<file path="src/rtl/rrc_pkg.sv">
package rrc_pkg;

   typedef enum logic [1:0] {
      RG_IDLE = 2'd0,
      RG_OPEN = 2'd1,
      RG_TAIL = 2'd2
   } region_e;

   typedef enum logic [1:0] {
      TG_IDLE = 2'd0,
      TG_WAIT = 2'd1,
      TG_DONE = 2'd2
   } trap_e;

   function automatic int unsigned cnt_width(int unsigned lat);
      return (lat < 2) ? 1 : $clog2(lat + 1);
   endfunction

endpackage

</file>
<file path="src/rtl/rrc_region_ctrl.sv">
module rrc_region_ctrl
   import rrc_pkg::*;
#(
   parameter int unsigned PC_W      = 32,
   parameter int unsigned ALIGN_LSB = 2,
   parameter int unsigned DET_LAT   = 4
) (
   input  logic            clk,
   input  logic            rst_n,
   input  logic            entry_valid,
   input  logic [PC_W-1:0] entry_addr,
   input  logic            exit_valid,
   input  logic            take_redirect,
   output logic            region_open,
   output logic            region_active,
   output logic [PC_W-1:0] rpc,
   output logic            nest_err
);
   localparam int unsigned      CNT_W     = cnt_width(DET_LAT);
   localparam logic [CNT_W-1:0] TAIL_LOAD = CNT_W'(DET_LAT);
   localparam logic [CNT_W-1:0] CNT_ONE   = CNT_W'(1);

   region_e          state_q, state_d;
   logic [CNT_W-1:0] cnt_q, cnt_d;
   logic [PC_W-1:0]  addr_aligned;
   logic             accept_entry;

   generate
      if (ALIGN_LSB > 0) begin : g_align
         assign addr_aligned = {entry_addr[PC_W-1:ALIGN_LSB], {ALIGN_LSB{1'b0}}};
      end else begin : g_noalign
         assign addr_aligned = entry_addr;
      end
   endgenerate

   assign accept_entry = entry_valid && !take_redirect;

   generate
      if (DET_LAT > 0) begin : g_tail
         always_comb begin
            state_d = state_q;
            cnt_d   = cnt_q;
            if (take_redirect) begin
               state_d = RG_IDLE;
               cnt_d   = '0;
            end else if (entry_valid) begin
               state_d = RG_OPEN;
               cnt_d   = '0;
            end else if (exit_valid && state_q == RG_OPEN) begin
               state_d = RG_TAIL;
               cnt_d   = TAIL_LOAD;
            end else if (state_q == RG_TAIL) begin
               cnt_d = cnt_q - CNT_ONE;
               if (cnt_q <= CNT_ONE) begin
                  state_d = RG_IDLE;
               end
            end
         end
      end else begin : g_notail
         always_comb begin
            state_d = state_q;
            cnt_d   = '0;
            if (take_redirect) begin
               state_d = RG_IDLE;
            end else if (entry_valid) begin
               state_d = RG_OPEN;
            end else if (exit_valid && state_q == RG_OPEN) begin
               state_d = RG_IDLE;
            end
         end
      end
   endgenerate

   always_ff @(posedge clk or negedge rst_n) begin
      if (!rst_n) begin
         state_q  <= RG_IDLE;
         cnt_q    <= '0;
         rpc      <= '0;
         nest_err <= 1'b0;
      end else begin
         state_q <= state_d;
         cnt_q   <= cnt_d;
         if (accept_entry) begin
            rpc <= addr_aligned;
            if (state_q == RG_OPEN) begin
               nest_err <= 1'b1;
            end
         end
      end
   end

   assign region_open   = (state_q == RG_OPEN);
   assign region_active = (state_q != RG_IDLE);

endmodule

</file>
<file path="src/rtl/rrc_trap_gate.sv">
module rrc_trap_gate
   import rrc_pkg::*;
#(
   parameter int unsigned DET_LAT = 4
) (
   input  logic clk,
   input  logic rst_n,
   input  logic exc_req,
   input  logic region_active,
   input  logic relax_enable,
   input  logic take_redirect,
   output logic exc_grant
);
   localparam int unsigned      CNT_W     = cnt_width(DET_LAT);
   localparam logic [CNT_W-1:0] WAIT_LOAD = CNT_W'(DET_LAT);
   localparam logic [CNT_W-1:0] CNT_ONE   = CNT_W'(1);
   localparam bit               HAS_WAIT  = (DET_LAT > 0);

   trap_e            trap_q, trap_d;
   logic [CNT_W-1:0] tcnt_q, tcnt_d;
   logic             grant_d;
   logic             must_hold;

   assign must_hold = region_active && relax_enable;

   always_comb begin
      trap_d  = trap_q;
      tcnt_d  = tcnt_q;
      grant_d = 1'b0;
      unique case (trap_q)
         TG_IDLE: begin
            if (exc_req) begin
               if (must_hold && take_redirect) begin
                  trap_d = TG_DONE;
               end else if (must_hold && HAS_WAIT) begin
                  trap_d = TG_WAIT;
                  tcnt_d = WAIT_LOAD;
               end else begin
                  grant_d = 1'b1;
                  trap_d  = TG_DONE;
               end
            end
         end
         TG_WAIT: begin
            if (!exc_req) begin
               trap_d = TG_IDLE;
               tcnt_d = '0;
            end else if (take_redirect) begin
               trap_d = TG_DONE;
               tcnt_d = '0;
            end else if (tcnt_q <= CNT_ONE) begin
               grant_d = 1'b1;
               trap_d  = TG_DONE;
               tcnt_d  = '0;
            end else begin
               tcnt_d = tcnt_q - CNT_ONE;
            end
         end
         TG_DONE: begin
            if (!exc_req) begin
               trap_d = TG_IDLE;
            end
         end
         default: begin
            trap_d = TG_IDLE;
            tcnt_d = '0;
         end
      endcase
   end

   always_ff @(posedge clk or negedge rst_n) begin
      if (!rst_n) begin
         trap_q    <= TG_IDLE;
         tcnt_q    <= '0;
         exc_grant <= 1'b0;
      end else begin
         trap_q    <= trap_d;
         tcnt_q    <= tcnt_d;
         exc_grant <= grant_d;
      end
   end

endmodule

</file>
<file path="src/rtl/rrc_fault_router.sv">
module rrc_fault_router #(
   parameter int unsigned PC_W = 32
) (
   input  logic            clk,
   input  logic            rst_n,
   input  logic            fault_pulse,
   input  logic            relax_enable,
   input  logic            region_active,
   input  logic            region_open,
   input  logic            atomic_issue,
   input  logic [PC_W-1:0] rpc,
   output logic            take_redirect,
   output logic            redirect_valid,
   output logic [PC_W-1:0] redirect_pc,
   output logic            machine_err,
   output logic            atomic_err
);
   logic relaxed_now;

   assign relaxed_now   = region_active && relax_enable;
   assign take_redirect = fault_pulse && relaxed_now;

   always_ff @(posedge clk or negedge rst_n) begin
      if (!rst_n) begin
         redirect_valid <= 1'b0;
         redirect_pc    <= '0;
         machine_err    <= 1'b0;
         atomic_err     <= 1'b0;
      end else begin
         redirect_valid <= take_redirect;
         machine_err    <= fault_pulse && !relaxed_now;
         atomic_err     <= atomic_issue && region_open && relax_enable;
         if (take_redirect) begin
            redirect_pc <= rpc;
         end
      end
   end

endmodule

</file>
<file path="src/rtl/relax_recovery_ctrl.sv">
module relax_recovery_ctrl #(
   parameter int unsigned PC_W      = 32,
   parameter int unsigned ALIGN_LSB = 2,
   parameter int unsigned DET_LAT   = 4
) (
   input  logic            clk,
   input  logic            rst_n,
   input  logic            relax_enable,
   input  logic            entry_valid,
   input  logic [PC_W-1:0] entry_addr,
   input  logic            exit_valid,
   input  logic            fault_pulse,
   input  logic            exc_req,
   input  logic            atomic_issue,
   output logic            redirect_valid,
   output logic [PC_W-1:0] redirect_pc,
   output logic            exc_grant,
   output logic            atomic_err,
   output logic            machine_err,
   output logic            nest_err
);
   generate
      if (PC_W < 8 || PC_W > 64) begin : g_bad_pc_w
         $error("relax_recovery_ctrl: PC_W must lie in 8..64");
      end
      if (ALIGN_LSB >= PC_W) begin : g_bad_align
         $error("relax_recovery_ctrl: ALIGN_LSB must be below PC_W");
      end
      if (DET_LAT > 255) begin : g_bad_lat
         $error("relax_recovery_ctrl: DET_LAT must not exceed 255");
      end
   endgenerate

   logic            take_redirect;
   logic            region_open;
   logic            region_active;
   logic [PC_W-1:0] rpc;

   rrc_region_ctrl #(
      .PC_W      (PC_W),
      .ALIGN_LSB (ALIGN_LSB),
      .DET_LAT   (DET_LAT)
   ) u_region (
      .clk           (clk),
      .rst_n         (rst_n),
      .entry_valid   (entry_valid),
      .entry_addr    (entry_addr),
      .exit_valid    (exit_valid),
      .take_redirect (take_redirect),
      .region_open   (region_open),
      .region_active (region_active),
      .rpc           (rpc),
      .nest_err      (nest_err)
   );

   rrc_fault_router #(
      .PC_W (PC_W)
   ) u_router (
      .clk            (clk),
      .rst_n          (rst_n),
      .fault_pulse    (fault_pulse),
      .relax_enable   (relax_enable),
      .region_active  (region_active),
      .region_open    (region_open),
      .atomic_issue   (atomic_issue),
      .rpc            (rpc),
      .take_redirect  (take_redirect),
      .redirect_valid (redirect_valid),
      .redirect_pc    (redirect_pc),
      .machine_err    (machine_err),
      .atomic_err     (atomic_err)
   );

   rrc_trap_gate #(
      .DET_LAT (DET_LAT)
   ) u_trap (
      .clk           (clk),
      .rst_n         (rst_n),
      .exc_req       (exc_req),
      .region_active (region_active),
      .relax_enable  (relax_enable),
      .take_redirect (take_redirect),
      .exc_grant     (exc_grant)
   );

endmodule

</file>
<file path="config.mk">
export PLATFORM = sky130hd
export DESIGN_NAME = relax_recovery_ctrl
export DESIGN_NICKNAME = d
export VERILOG_FILES = /design/src/rtl/rrc_pkg.sv /design/src/rtl/rrc_region_ctrl.sv /design/src/rtl/rrc_trap_gate.sv /design/src/rtl/rrc_fault_router.sv /design/src/rtl/relax_recovery_ctrl.sv
export SDC_FILE = /design/constraint.sdc
export NUM_CORES = 1
export LEC_CHECK = 0
export ABC_AREA = 1
export BUFFER_PORTS_ARGS = -buffer_cell sky130_fd_sc_hd__buf_2
export CAP_MARGIN = 20
export CORE_MARGIN = 2
export CORE_UTILIZATION = 47
export DETAILED_ROUTE_END_ITERATION = 10
export PLACE_DENSITY = 0.79
export SLEW_MARGIN = 20
export SYNTH_ARGS = -nofsm -noshare
export SYNTH_HDL_FRONTEND = slang
export SYNTH_SLANG_ARGS = --single-unit
</file>
<file path="constraint.sdc">
create_clock -name clk -period 1.2 [get_ports clk]
set_input_delay 0.06 -clock clk [delete_from_list [all_inputs] [get_ports clk]]
set_output_delay 0.06 -clock clk [all_outputs]
set_load 0.02 [all_outputs]
</file>
==> impl_metrics.tcl <==
set metrics [dict create \
    run_status "finished, violations left" \
    violations "hold timing, setup timing" \
    detailed_place.area_um2 3575 \
    path_class_of_the_lowest_slack_min_delay_path "in -> reg" \
    synthesis.area_um2 3093 \
    cp_data_arrival_time_ps 1440 \
    detailedRoute.firstIterationViolations 122 \
    reg2reg_from "u_region.state_q[1]" \
    combPwrFrac_pct 32.1 \
    crit_fanout 9 \
    first_global_vias 2380 \
    cts_buffer_count 9 \
    number_of_inserted_filler_cells_in_the_final_layout 420 \
    worst_ep_required_time_ps 1430 \
    power_per_cell_area_nw_per_um2 1684 \
    timing.clock.skew_ps 8.842 \
    postSynthAreaPerCell_um2 9.517 \
    setup.worst_path.end_class "flop" \
    r2r-end "u_region.rpc[14]" \
    chipHeight_um 85.12 \
    global_route_wire_length_before_repair_um 10750 \
    seqPwrFrac_pct 42.7 \
    critical_path.startpoint_type "flop" \
    grt_setup_unrepaired "true" \
    mostFrequentLayoutCell "sky130_fd_sc_hd__dfrtp_1" \
    reg2reg_setup_slack_ps -7 \
    critPathKind "reg -> reg" \
    htreeDepth 3 \
    clock_sink_count 75 \
    clock_tree_root_driver_cell "sky130_fd_sc_hd__clkbuf_8" \
    layout-area-overhead-vs-synth_pct 47.65 \
    overflow 0 \
    synth_sequential_area_ratio_pct 60.68 \
    globalplace.congestion 0.8765 \
    route.vias.total 2667 \
    cell_repeated_most_along_the_worst_path "sky130_fd_sc_hd__nand2_4" \
    routed_wire_length_per_instance_um 14.74 \
    avgViaCountPerCell 4.957 \
    final_critical_path_setup_slack_ps -6.970 \
    clock_power_share_pct 25.2 \
    maximum_number_of_pins_on_one_net_before_global_route_repair 76 \
    power.switching_fraction_pct 34.35 \
    clk_transition_reported_paths_ps 80 \
    antenna_cells_inserted 0 \
    port_buffers 72 \
    remaining_drc_errors 0 \
    first_pass_iters 4 \
    ff_latch_count_synth 75 \
    report.final.setup_viol 2 \
    finish.net_count 500 \
    design.core.area_um2 6350 \
    fmax_ghz 0.8285 \
    boundaryPins 77 \
    crit_slowest_cell "sky130_fd_sc_hd__dfrtp_1" \
    worst_vdd_ir_uv 1063 \
    fin_setup_tns_ps -11.85 \
    cellLeakagePower_nw 2.334 \
    report.final.hold_viol_count 1 \
    report.final.slew_viol_count 0 \
    worst-r2r-cell-count 8 \
    wl_um 7932 \
    critical_path.max_stage_delay_ps 370 \
    tritoncts "built" \
    std_cell_rows 29 \
    final_min_period_over_clock_period_pct 100.6 \
    critical_path.startpoint "u_region.state_q[1]" \
    drt.antenna.violating_nets 0 \
    ctsLongestPathBuffers 2 \
    worst_skew_pair.late_latency_ps 350 \
    layout-drive-gt1-share_pct 36.66 \
    fin_cells 538 \
    final_design_area_no_fill_um2 4567 \
    floorplan.die.width_um 85.12 \
    mostFrequentLayoutCells "sky130_fd_sc_hd__dfrtp_1 (75), sky130_fd_sc_hd__buf_2 (71), sky130_fd_sc_hd__nand2_1 (61), sky130_fd_sc_hd__o21ai_1 (49), sky130_fd_sc_hd__inv_1 (44)" \
    p_switching_mw 2.642 \
    antenna_found_initial 0 \
    internal_power_mw 5.049 \
    max_cap_violations 0 \
    min_period_ps 1207 \
    yosysWarnings 0 \
    dp_cells 473 \
    timing.critical_path.to "u_region.rpc[14]" \
    die_area_um2 7245 \
    power_mw 7.691 \
    gr-usage-all-layers_pct 18.92 \
    synth_cell_types 27 \
    syn_inst 325 \
    place.detailed.hpwl_um 3937 \
    initial_utilization_pct 48.71 \
    critical_path.cell_chain "inv_2 > nand2_4 > nand3_4 > nand2_4 > clkinv_8 > clkbuf_16 > nand2_2 > o21ai_1" \
    hold_ws_ps -3.197 \
]
==> per-layer routing <==
metal,vias to the layer above,wire length (µm),track usage (%)
met5,-,0,0
met4,0,183,7.215
met3,18,339,5.058
met2,78,4190,31.61
met1,1292,3219,23.58
li1,1279,-,-
==> flip-flops by register name (all words and copies together), names as in the netlist <==
name,flops
u_region.nest_err,1
u_trap.tcnt_q,3
u_router.machine_err,1
u_router.atomic_err,1
u_region.state_q,2
u_router.redirect_valid,1
u_trap.exc_grant,1
u_router.redirect_pc,30
u_region.cnt_q,3
u_trap.trap_q,2
u_region.rpc,30
==> critical path: cells and delay by family, from the launching register on <==
kind            cells  cell delay [ps]
compound gates      1               70
buf+inv             3              340
simple gates        4              320
flops               1              370
==> how the worst min path moves through the flow <==
stage,start,to,cells past startpoint
detailed placement,rst_n,u_region.rpc[26],2
floorplan,rst_n,u_region.cnt_q[0],0
CTS,exit_valid,u_region.state_q[0],4
global placement,rst_n,u_router.redirect_pc[26],2
global route,exit_valid,u_region.cnt_q[2],3
finish,exit_valid,u_region.cnt_q[2],3
==> through the flow <==
stage	setup WS, ps	utilization, %	hold slack [ps]
floorplan	54.41	-	-235.6
global placement	26.46	56.30	104.8
detailed placement	-7.166	56.30	107.9
CTS	-10.81	65.32	22.86
global route	-104.7	71.92	14.15
finish	-6.970	71.92	-3.197
==> area by class of cell <==
type	count	area [µm²]	share of cell area [%]
clock buffers	12	145.1	3.178
flip-flops and latches	75	1877	41.10
well taps	77	96.34	2.110
clock inverters	4	50.05	1.096
repair buffers	134	1117	24.47
inverters	50	202.7	4.438
multi-input cells	186	1079	23.62
==> cell families after synthesis <==
group                      synth area share, %
and+or+nand+nor                          14.32
DFF                                      60.68
AOI/OAI and AO/OA                        12.38
buffers and inverters                    10.32
adders and majority gates                1.618
xor gates and xnor gates                0.5664
other                                   0.1212
==> timing repair <==
item,4_1_cts,5_1_grt
endpoints found under the hold margin,109,0
gates resized for setup,3,59
hold buffers,36,0
endpoints found under the setup margin,5,46
setup buffers,1,3
pin swaps,2,8
cloned,0,9
==> power by group through the flow <==
stage / logic [mW] / registers [mW] / clock network [mW]
5_1_grt: 2.71 / 3.33 / 2.08
3_3_place_gp: 1.86 / 3.29 / 0
4_1_cts: 2.05 / 3.26 / 1.97
2_1_floorplan: 0.914 / 3.64 / 0
3_5_place_dp: 1.92 / 3.31 / 0
6_report: 2.47 / 3.29 / 1.94
==> synth_stat cells <==
cell type | number | area (µm²)
sky130_fd_sc_hd__conb_1 | 1 | 3.750
sky130_fd_sc_hd__o21ai_0 | 2 | 10.01
sky130_fd_sc_hd__o21ai_1 | 60 | 300.3
sky130_fd_sc_hd__o31ai_1 | 1 | 7.510
sky130_fd_sc_hd__nand3_1 | 4 | 20.02
sky130_fd_sc_hd__buf_4 | 5 | 37.54
sky130_fd_sc_hd__nand2_4 | 3 | 33.78
sky130_fd_sc_hd__a31o_2 | 1 | 8.760
sky130_fd_sc_hd__xnor2_1 | 1 | 8.760
sky130_fd_sc_hd__ha_1 | 4 | 50.05
sky130_fd_sc_hd__dfrtp_1 | 75 | 1877
sky130_fd_sc_hd__inv_2 | 4 | 15.01
sky130_fd_sc_hd__nor2_1 | 9 | 33.78
sky130_fd_sc_hd__buf_6 | 7 | 78.83
sky130_fd_sc_hd__buf_2 | 3 | 15.01
sky130_fd_sc_hd__inv_1 | 46 | 172.7
sky130_fd_sc_hd__o22ai_1 | 1 | 6.260
sky130_fd_sc_hd__and3_1 | 1 | 6.260
sky130_fd_sc_hd__nand3_2 | 1 | 10.01
sky130_fd_sc_hd__nand4_1 | 1 | 6.260
sky130_fd_sc_hd__xor2_1 | 1 | 8.760
sky130_fd_sc_hd__a211oi_1 | 1 | 7.510
sky130_fd_sc_hd__nand2_1 | 84 | 315.3
sky130_fd_sc_hd__nand4_2 | 1 | 12.51
sky130_fd_sc_hd__o21ai_2 | 2 | 17.52
sky130_fd_sc_hd__a21oi_1 | 5 | 25.02
sky130_fd_sc_hd__nor3_1 | 1 | 5.000
Power figures use the tool's default switching activity.
